File: src/rtl/useq_pkg.sv
package useq_pkg;
  localparam int UA_W     = 6;
  localparam int UW_W     = 16;
  localparam int OP_W     = 4;
  localparam int ROUT_SH  = 2;
  localparam int CTL_W    = UW_W - 1;
  localparam int FMT_BIT  = UW_W - 1;
  localparam int CS_HI    = 14;
  localparam int CS_LO    = 12;

  typedef enum logic [2:0] {
    CS_ALWAYS = 3'd0,
    CS_ZERO   = 3'd1,
    CS_NEG    = 3'd2,
    CS_CARRY  = 3'd3,
    CS_NZERO  = 3'd4,
    CS_DISP   = 3'd5,
    CS_NEVER6 = 3'd6,
    CS_NEVER7 = 3'd7
  } cond_sel_e;

  function automatic logic [UA_W-1:0] addr_step(input logic [UA_W-1:0] a);
    return a + UA_W'(1);
  endfunction

  function automatic logic [UA_W-1:0] op_map(input logic [OP_W-1:0] op);
    return UA_W'({op, {ROUT_SH{1'b0}}});
  endfunction

  // Microprogram: fetch at 0..3, four-word routine per opcode after it.
  function automatic logic [UW_W-1:0] rom_word(input int unsigned a);
    logic [UA_W-1:0] a6;
    logic [3:0]      k;
    logic [1:0]      slot;
    logic [UW_W-1:0] w;
    a6   = UA_W'(a);
    k    = a6[5:2];
    slot = a6[1:0];
    w    = '0;
    if (k == 4'd0) begin
      if (slot == 2'd3) begin
        w[FMT_BIT]     = 1'b1;
        w[CS_HI:CS_LO] = CS_DISP;
      end else begin
        w[slot] = 1'b1;
      end
    end else begin
      case (slot)
        2'd0: begin w[7:4] = k; w[0] = 1'b1; end
        2'd1: begin
          w[FMT_BIT]     = 1'b1;
          w[CS_HI:CS_LO] = k[2:0];
          w[UA_W-1:0]    = a6 + UA_W'(2);
        end
        2'd2: begin w[7:4] = k; w[1] = 1'b1; end
        default: w[FMT_BIT] = 1'b1;
      endcase
    end
    return w;
  endfunction
endpackage

File: src/rtl/useq_cmem.sv
module useq_cmem #(
  parameter int AW = useq_pkg::UA_W,
  parameter int DW = useq_pkg::UW_W
) (
  input  logic [AW-1:0] addr,
  output logic [DW-1:0] word
);
  localparam int DEPTH = 1 << AW;
  logic [DW-1:0] mem [DEPTH];

  for (genvar i = 0; i < DEPTH; i++) begin : g_word
    assign mem[i] = DW'(useq_pkg::rom_word(i));
  end

  assign word = mem[addr];
endmodule

File: src/rtl/useq_cond.sv
module useq_cond (
  input  logic [2:0] sel,
  input  logic       f_zero,
  input  logic       f_neg,
  input  logic       f_carry,
  output logic       take,
  output logic       disp
);
  import useq_pkg::*;
  always_comb begin
    take = 1'b0;
    disp = 1'b0;
    case (cond_sel_e'(sel))
      CS_ALWAYS: take = 1'b1;
      CS_ZERO:   take = f_zero;
      CS_NEG:    take = f_neg;
      CS_CARRY:  take = f_carry;
      CS_NZERO:  take = ~f_zero;
      CS_DISP:   disp = 1'b1;
      default:   take = 1'b0;
    endcase
  end
endmodule

File: src/rtl/useq_next.sv
module useq_next #(
  parameter int AW  = useq_pkg::UA_W,
  parameter int OPW = useq_pkg::OP_W
) (
  input  logic           valid,
  input  logic           is_branch,
  input  logic           take,
  input  logic           disp,
  input  logic [AW-1:0]  car,
  input  logic [AW-1:0]  target,
  input  logic [OPW-1:0] opcode,
  output logic [AW-1:0]  nxt
);
  import useq_pkg::*;
  always_comb begin
    if (!valid)                 nxt = car;
    else if (!is_branch)        nxt = addr_step(car);
    else if (disp)              nxt = op_map(opcode);
    else if (take)              nxt = target;
    else                        nxt = addr_step(car);
  end
endmodule

File: src/rtl/useq_sequencer.sv
module useq_sequencer #(
  parameter int AW  = useq_pkg::UA_W,
  parameter int DW  = useq_pkg::UW_W,
  parameter int OPW = useq_pkg::OP_W
) (
  input  logic           clk,
  input  logic           rst_n,
  input  logic [OPW-1:0] opcode,
  input  logic           flag_zero,
  input  logic           flag_neg,
  input  logic           flag_carry,
  output logic [AW-1:0]  uaddr,
  output logic [DW-2:0]  ctl_lines
);
  localparam int FB = DW - 1;

  logic [AW-1:0] car_q;
  logic [AW-1:0] nxt_addr;
  logic [DW-1:0] cbr_q;
  logic [DW-1:0] fetched;
  logic          cbr_valid;

  // Named internal events for the checker.
  logic          cbr_is_branch;
  logic [2:0]    cbr_cond;
  logic [AW-1:0] cbr_target;
  logic          take_branch;
  logic          dispatch;

  assign cbr_is_branch = cbr_q[FB];
  assign cbr_cond      = cbr_q[useq_pkg::CS_HI:useq_pkg::CS_LO];
  assign cbr_target    = cbr_q[AW-1:0];

  useq_cond u_cond (
    .sel     (cbr_cond),
    .f_zero  (flag_zero),
    .f_neg   (flag_neg),
    .f_carry (flag_carry),
    .take    (take_branch),
    .disp    (dispatch)
  );

  useq_next #(.AW(AW), .OPW(OPW)) u_next (
    .valid     (cbr_valid),
    .is_branch (cbr_is_branch),
    .take      (take_branch),
    .disp      (dispatch),
    .car       (car_q),
    .target    (cbr_target),
    .opcode    (opcode),
    .nxt       (nxt_addr)
  );

  useq_cmem #(.AW(AW), .DW(DW)) u_cmem (
    .addr (nxt_addr),
    .word (fetched)
  );

  always_ff @(posedge clk or negedge rst_n) begin
    if (!rst_n) begin
      car_q     <= '0;
      cbr_q     <= '0;
      cbr_valid <= 1'b0;
    end else begin
      car_q     <= nxt_addr;
      cbr_q     <= fetched;
      cbr_valid <= 1'b1;
    end
  end

  assign uaddr     = car_q;
  assign ctl_lines = (cbr_valid && !cbr_is_branch) ? cbr_q[DW-2:0] : '0;
endmodule

File: config.mk
export PLATFORM = sky130hd
export DESIGN_NAME = useq_sequencer
export DESIGN_NICKNAME = d
export VERILOG_FILES = /design/src/rtl/useq_pkg.sv /design/src/rtl/useq_cmem.sv /design/src/rtl/useq_cond.sv /design/src/rtl/useq_next.sv /design/src/rtl/useq_sequencer.sv
export SDC_FILE = /design/constraint.sdc
export NUM_CORES = 1
export LEC_CHECK = 0
export ABC_AREA = 1
export BUFFER_PORTS_ARGS = -buffer_cell sky130_fd_sc_hd__clkbuf_2
export CAP_MARGIN = 0
export CORE_MARGIN = 2
export CORE_UTILIZATION = 57
export CTS_CLUSTER_DIAMETER = 80
export DETAILED_ROUTE_END_ITERATION = 6
export MAX_ROUTING_LAYER = met4
export PLACE_DENSITY = 0.9
export SLEW_MARGIN = 20
export SYNTH_ARGS = -nofsm -noshare
export SYNTH_HDL_FRONTEND = slang
export SYNTH_SLANG_ARGS = --single-unit
File: constraint.sdc
create_clock -name clk -period 5.73 [get_ports clk]
set_clock_uncertainty 0.1 [all_clocks]
set_input_delay 0 -clock clk [delete_from_list [all_inputs] [get_ports clk]]
set_output_delay 0 -clock clk [all_outputs]
set_load 0.01 [all_outputs]
==> impl_metrics.toml, run 1 <==
[run_status]
status = "complete, no violations"

[die]
die_y_um = 52.01
fp.coreArea_um2 = 2191
start_util_pct = 59.97
fp.dieW_um = 52.01
dieArea_um2 = 2705
rows = 17
num_io_pins = 30

[final_layout]
fin_nets = 217
drive_above_1_share_pct = 27.86
area_growth_pct = 11.81
n_antenna_cell = 0
fin_area_um2 = 1469
fin_util_pct = 67.05
layout_common_cells = "inv_1 (33), nand2_1 (33), clkbuf_2 (25)"
fin_cells = 229

[global_routing]
grt_overflow_total = 0
antenna_found_initial = 0
use_met1_pct = 26.95
grt_pass1_wl_mm = 4.478
grt_max_degree = 19
grt_pass1_vias = 1107
met3_usage_pct = 0.8621
met2_usage_pct = 42.41
grt_usage_pct = 23.11
busiest_layer = "met2"

[clocking]
clk_transition_reported_paths_ps = 100
hold_buffers = 1
cts_setup_buffers = 0
cts_tree = "built"
h-tree-depth = 1
cts_sinks = 18
cts-root-buf = "clkbuf_4"
clockBufferDepth = 2
post_cts_resize_count = 0
cts_buffers = 3
clk_latency_ps = 300

[placement]
numPortBuffers = 25
dp_hpwl_mm = 2.200
place_congestion = 0.9783
placedCellCount = 225
placed_cell_area_um2 = 1436

[drt]
first_iter_violations = 26
via_per_inst = 5.000
finalWirelength_mm = 2.669
wl_per_cell_um = 11.66
vias = 1145
drc_errors = 0
detail_route.first_pass.iterations = 5
ant_nets = 0

[power]
p_per_area_nw_per_um2 = 544.7
p_leak_uw = 0.0008161
irDropWorstVdd_mv = 0.2882

[synth]
syn-cell-area_um2 = 1314
synth_warnings = 0
syn_inst = 176
ys_seq_elements = 18
yosysTopAreaCellShare_pct = 34.29
synth.area.top_cells = "dfrtp_1 (34%), inv_1 (9.4%), nand2_1 (9.4%)"
synth_seq_area_share_pct = 34.29
syn_avg_cell_area_um2 = 7.465
synth_area_leader_cell = "dfrtp_1"
synth.distinct_cells = 26

[sta]
min_period_ps = 2260
fmax_mhz = 442.5
tns_ps = 0
drv_slew = 0
setup_viol = 0
hold_viol = 0
worstMarginPinSlew_ps = 507.0
min_period_over_period_pct = 39.44
rsz0062_at_grt = "no"
relSlewSlack_pct = 65.84

[setup_path]
crit_required_ps = 5870
startpoint = "cbr_q[13]"
cp-end-kind = "register"
startpoint_type = "register"
worst-setup-path-type = "register to register"
cp_max_fo = 9
reg2reg_from = "cbr_q[13]"
rr_worst_depth = 12
arrival_ps = 2400

[flow_run]
drv_cap = 0

[min_path]
hold_path.class = "input pin to asynchronous set/reset pin"
report_power, final:
part | total [uW] | internal [uW] | switching [uW]
Sequential | 233 | 184 | 49.5
Clock | 60.4 | 24.5 | 35.9
Combinational | 506 | 175 | 331
worst paths after layout:
| path | end | slack [ps] |
|---|---|---|
| min in group clk | uaddr[3] | 60 |
| hold / removal | uaddr[0] | 50 |
| max in group asynchronous | cbr_q[4] | 5170 |
| setup / recovery | cbr_q[1] | 3470 |
| setup reg to reg | cbr_q[1] | 3470 |
| hold reg to reg | uaddr[5] | 570 |
through the flow:
stage / power [uW] / setup slack (ps) / hold WS, ps
floorplan: 614.8 / 3796 / -395.6
global placement: 722.7 / 3624 / -151.1
detailed placement: 737.8 / 3507 / -145.4
CTS: 801.8 / 3481 / 51.85
global route: 877.4 / 3244 / 73.57
finish: 800.2 / 3470 / 46.86
layout make-up:
class | count | area (um^2)
Fill cell | 190 | 721.9
Multi-Input combinational cell | 119 | 694.4
Timing Repair Buffer | 26 | 135.1
Sequential cell | 18 | 450.4
Tap cell | 28 | 35.03
Clock buffer | 3 | 22.52
Inverter | 35 | 131.4
registers in the layout, indices dropped and copies added, names as in the netlist:
signal / flops
cbr_q: 11
uaddr: 6
cbr_valid: 1
cell usage after synthesis:
cell and n:
inv_1 33, inv_2 2, nand3_1 12, xnor2_1 1
nor2_1 20, clkbuf_1 1, nand3_2 6, o211ai_1 2
o22ai_1 1, a21oi_1 1, nor2_2 1, o21ai_0 10
o21ai_2 2, nor2_4 2, conb_1 2, ha_1 5
o21ai_4 1, nand2_4 4, xor2_1 2, nand2_2 7
buf_4 6, a21oi_2 2, nand2_1 33, nand4_1 1
dfrtp_1 18, a21oi_4 1
layer usage:
layer	part of all wire, %	routed length [um]
met5	0	0
met4	2.1	55
met3	2.5	68
met2	52	1386
met1	43	1158
logic make-up (layout without fill, tap and decap cells):
group,Yosys count,in the layout,share of synthesized area (%)
XOR/XNOR,3,3,2.000
other,2,5,0.5716
adder cells (fa/ha/maj),5,5,4.762
AND/OR/NAND/NOR,86,86,33.71
AO/OA/AOI/OAI,20,20,10.95
flip-flops,18,18,34.29
buffers and inverters,42,64,13.71
worst max-delay path, stage by stage (launching register included):
cell      delay (ps)
dfrtp_1          440
inv_2            110
nand3_2          180
o21ai_0          210
inv_1             80
o211ai_1          90
o21ai_0          230
inv_1            170
ha_1             240
inv_1             80
nor2_1           110
nand4_1           90
nand2_1           90
Power figures use the tool's default switching activity.
==> run 2: changes to the inputs <==
CORE_UTILIZATION = 53   (was 57)
PLACE_DENSITY = 0.85   (was 0.9)
clock period = 2.1 ns   (was 5.73 ns; I/O delays follow)
==> run 2 against run 1 <==
- sequential cell count stayed put
- first-iteration DRC count is 50% higher
- non-clock buffer count is 7 higher
- final cell count is 4.4% higher
- hold slack worse by 2.8 ps
- critical path depth is 3 higher
- clock power grew to 3.4 times the previous value
==> impl_metrics.toml, run 2 (synthesis results as in run 1) <==
[global_routing]
grt_pass1_vias = 1025
grt_overflow_total = 0
grt_pass1_wl_mm = 4.229
grt_usage_pct = 21.13
antenna_found_initial = 0
grt_max_degree = 19

[setup_path]
cp_max_fo = 5
cp-end-kind = "register"
path_delay_family = "simple AND/OR/NAND/NOR gates"
arrival_ps = 2070
worst-setup-path-type = "register to register"
critPathBufInv = 3
slowest_stage = "dfrtp_2"
crit_required_ps = 2190
worst_path_largest_cell_delay_ps = 470
worst_path_most_repeated_cell = "nand2_1"
startpoint_type = "register"
timing.critical_path.cells = "nand2_1 -> nand2_1 -> nand2_2 -> nand2_4 -> nand2_4 -> nor2_4 -> nand2_1 -> o211ai_1 -> o21ai_2 -> inv_2 -> buf_4 -> buf_4 -> ha_1 -> nand2_1 -> nand2_1"

[clocking]
cts-root-buf = "clkbuf_4"
h-tree-depth = 1
cts_sinks = 18
clk_latency_ps = 290
clockBufferDepth = 2
clk_transition_reported_paths_ps = 90
cts_tree = "built"
cts_buffers = 3

[placement]
placedCellCount = 230
numPortBuffers = 25
dp_hpwl_mm = 2.081
place_congestion = 0.9331

[final_layout]
fin_nets = 224
largest_reg_flops = 11
area_growth_pct = 20.29
fin_util_pct = 65.58
n_antenna_cell = 0
fin_cells = 239
drive_above_1_share_pct = 34.45
top_register = "cbr_q"
final_common_cell = "nand2_1"
layout_common_cells = "nand2_1 (33), inv_1 (31), clkbuf_2 (25)"

[die]
fp.dieW_um = 53.79
rows = 18
num_io_pins = 30
start_util_pct = 54.52
fp.coreArea_um2 = 2410
dieArea_um2 = 2893
die_y_um = 53.79

[drt]
vias = 1201
ant_nets = 0
wl_per_cell_um = 11.65
drc_errors = 0
via_per_inst = 5.025
finalWirelength_mm = 2.785
detail_route.first_pass.iterations = 4
first_iter_violations = 39

[power]
swShare_pct = 50.24
p_int_uw = 1209
clkPwrFrac_pct = 8.4
power_frac_comb_pct = 65.2
p_sw_uw = 1221
irDropWorstVdd_mv = 0.8249
seqPwrFrac_pct = 26.4
p_per_area_nw_per_um2 = 1537
p_leak_uw = 0.0008646

[sta]
min_period_ps = 1981
setup_viol = 0
hold_viol = 0
tns_ps = 0
drv_slew = 0
fmax_mhz = 504.9
min_period_over_period_pct = 94.31

[run_status]
status = "complete, no violations"

[min_path]
hold_path.class = "input pin to register"

[flow_run]
drv_cap = 0
-- run 2: cell types whose count changed in the layout (fill, tap and decap cells not counted), moves of 2 or more --
cell | previous run | this run
buf_4 | 0 | 7
ha_1 | 5 | 3
inv_1 | 33 | 31
o21ai_0 | 10 | 6
o21ai_1 | 0 | 3
-- run 2: layout make-up --
class                   count  area (um^2)
fillers                   190        829.5
well taps                  30        37.54
multi-input cells         119        733.2
inverters                  35        133.9
clock buffers               4        36.28
flip-flops and latches     18        451.7
repair buffers             33        187.7
-- run 2: power groups by stage --
stage	Clock [uW]	Combinational, uW	Sequential, uW
after global routing	223	1770	659
final	204	1580	641
after detailed placement	0	1410	636
after CTS	209	1430	629
after floorplan	0	1040	636
after global placement	0	1390	633
-- run 2: metrics by stage --
| step | cell area [um^2] | hold WS, ps | power (uW) | worst slack [ps] |
|---|---|---|---|---|
| 3_3_place_gp | 1461 | -148.4 | 2021 | 63.60 |
| 4_1_cts | 1511 | 40.72 | 2265 | 4.401 |
| 2_1_floorplan | 1325 | -395.6 | 1677 | 165.8 |
| 6_report | 1580 | 44.08 | 2429 | 119.5 |
| 3_5_place_dp | 1461 | -148.4 | 2046 | -51.33 |
| 5_1_grt | 1580 | 80.82 | 2648 | -32.49 |
-- run 2: worst reg2reg max path, cell delays in order (launching register included) --
cell and delay [ps]:
dfrtp_2 470, nand2_1 80, nand2_1 50, nand2_2 80, nand2_4 70, nand2_4 90
nor2_4 40, nand2_1 60, o211ai_1 90, o21ai_2 130, inv_2 90, buf_4 140
buf_4 130, ha_1 160, nand2_1 60, nand2_1 50
-- run 2: final timing paths --
| check | from | endpoint | slack, ps | cells after the start |
|---|---|---|---|---|
| setup / recovery | cbr_q[13] | cbr_q[0] | 120 | 15 |
| setup reg to reg | cbr_q[13] | cbr_q[0] | 120 | 15 |
| hold / removal | opcode[1] | uaddr[3] | 40 | 5 |
| hold reg to reg | uaddr[1] | uaddr[1] | 550 | 2 |
| min in group asynchronous | rst_n | uaddr[0] | 70 | 2 |
| max in group asynchronous | rst_n | cbr_q[13] | 1520 | 2 |
-- run 2: layer usage --
| metal | share of wire (%) | up-vias | GRT usage, % |
|---|---|---|---|
| met1 | 41 | 560 | 25.97 |
| met5 | 0 | - | - |
| met4 | 2.3 | 0 | 8.974 |
| li1 | - | 596 | - |
| met2 | 52 | 38 | 35.57 |
| met3 | 5.4 | 7 | 1.667 |
-- run 2: what timing repair did --
| action | in CTS | in global routing |
|---|---|---|
| pin swaps | 0 | 4 |
| endpoints found under the hold margin | 18 | 0 |
| hold buffers | 1 | 0 |
| gates resized for setup | 3 | 12 |
| buffers inserted | 0 | 4 |
| endpoints found under the setup margin | 2 | 8 |
| cloned | 0 | 0 |
==> run 3: changes to the inputs <==
CELL_PAD_IN_SITES_DETAIL_PLACEMENT = 0   (was default)
CELL_PAD_IN_SITES_GLOBAL_PLACEMENT = 1   (was default)
CORE_UTILIZATION = 38   (was 53)
PLACE_DENSITY = 0.84   (was 0.85)
==> run 3 against run 2 <==
- die area rose by 36%
- largest power group unchanged
- via count decreased by 6.9%
- setup slack better by 29 ps
- largest cell class unchanged
- critical path depth fell by 1
- power down 2.4%
- hold slack got worse by 9.1 ps
- non-clock buffer count did not move
==> impl_metrics.toml, run 3 (synthesis results as in run 1) <==
[run_status]
status = "complete, no violations"

[setup_path]
arrival_ps = 2100
cp_max_fo = 5
cp-end-kind = "register"
ff2ff_setup_slack_ps = 150
startpoint_type = "register"
crit_required_ps = 2240
worst-setup-path-type = "register to register"

[clocking]
cts_tree = "built"
h-tree-depth = 1
cts-root-buf = "clkbuf_4"
cts_buffers = 3
clk_transition_reported_paths_ps = 110
clockBufferDepth = 2
clk_latency_ps = 300
cts_sinks = 18

[final_layout]
fin_nets = 224
top_register = "cbr_q"
drive_above_1_share_pct = 32.54
fin_area_um2 = 1584
final.fill_count = 350
area_growth_pct = 20.57
n_antenna_cell = 0
largest_reg_flops = 11
fin_util_pct = 47.47
layout_common_cells = "inv_1 (33), nand2_1 (33), clkbuf_2 (25)"

[global_routing]
grt_max_degree = 19
grt_overflow_total = 0
grt_pass1_vias = 1107
grt_usage_pct = 16.03
grt_pass1_wl_mm = 4.919
antenna_found_initial = 0

[die]
dieArea_um2 = 3944
fp.coreArea_um2 = 3337
start_util_pct = 39.37
die_y_um = 62.80
rows = 21
num_io_pins = 30
fp.dieW_um = 62.80

[min_path]
hold_path.class = "input pin to register"

[power]
p_per_area_nw_per_um2 = 1497
irDropWorstVdd_mv = 0.4837
p_leak_uw = 0.0008571
power_uw = 2371

[sta]
rsz0062_at_grt = "yes"
fmax_mhz = 512.3
tns_ps = 0
hold_viol = 0
min_period_ps = 1952
setup_viol = 0
min_period_over_period_pct = 92.95
whs_ps = 35.00
drv_slew = 0

[drt]
drc_errors = 0
vias = 1118
detail_route.first_pass.iterations = 4
finalWirelength_mm = 2.802
ant_nets = 0
first_iter_violations = 29
wl_per_cell_um = 10.99
via_per_inst = 4.384

[placement]
numPortBuffers = 25
place_congestion = 0.8299
dp_hpwl_mm = 2.309
placed_cell_area_um2 = 1496

[flow_run]
drv_cap = 0
==> run 3: layout make-up <==
| cell class | instances | area (um^2) | area share [%] |
|---|---|---|---|
| Tap cell | 46 | 57.56 | 3.633 |
| Sequential cell | 18 | 452.9 | 28.59 |
| Multi-Input combinational cell | 119 | 718.2 | 45.34 |
| Timing Repair Buffer | 33 | 187.7 | 11.85 |
| Inverter | 35 | 131.4 | 8.294 |
| Clock buffer | 4 | 36.28 | 2.291 |
==> run 3: critical path: stages (launching register included) <==
cell and delay (ps):
dfrtp_2 450, inv_2 100, nand3_2 90, nand2_4 110, nand2_4 60, nor2_4 90, nand2_1 60, o211ai_1 100
o21ai_2 120, inv_1 130, ha_4 170, inv_1 60, nor2_1 90, nand4_1 90, nand2_1 90
==> run 3: power breakdown <==
part           switching (uW)  internal (uW)
registers                 128            503
clock network             108            106
logic                     954            573
total                    1190           1180
==> run 3: through the flow <==
| step | cells | setup slack (ps) |
|---|---|---|
| after floorplan | 179 | 165.8 |
| after global placement | 248 | 51.63 |
| after detailed placement | 248 | -20.77 |
| after CTS | 253 | 40.42 |
| after global routing | 255 | -26.20 |
| final | 255 | 148.1 |
==> run 3: final timing paths <==
kind	startpoint	end	cells after the start
min in group asynchronous	rst_n	uaddr[5]	2
max reg2reg	cbr_q[13]	cbr_q[1]	14
min	opcode[1]	uaddr[3]	5
max	cbr_q[13]	cbr_q[1]	14
min reg2reg	uaddr[1]	uaddr[1]	2
max in group asynchronous	rst_n	cbr_q[13]	2
==> run 3: timing repair <==
item	in CTS	in global routing
cloned	0	0
pin swaps	0	1
resized for setup	1	6
hold buffers	1	0
hold endpoints to repair	18	0
setup endpoints to repair	1	6
setup buffers	0	2
==> run 3: metal layers <==
metal / wire length (um) / up-vias / global-route usage, %
met2: 1379 / 15 / 25.94
met5: 0 / - / -
li1: - / 593 / -
met4: 29 / 0 / 6.667
met1: 1314 / 506 / 19.73
met3: 78 / 4 / 2.883
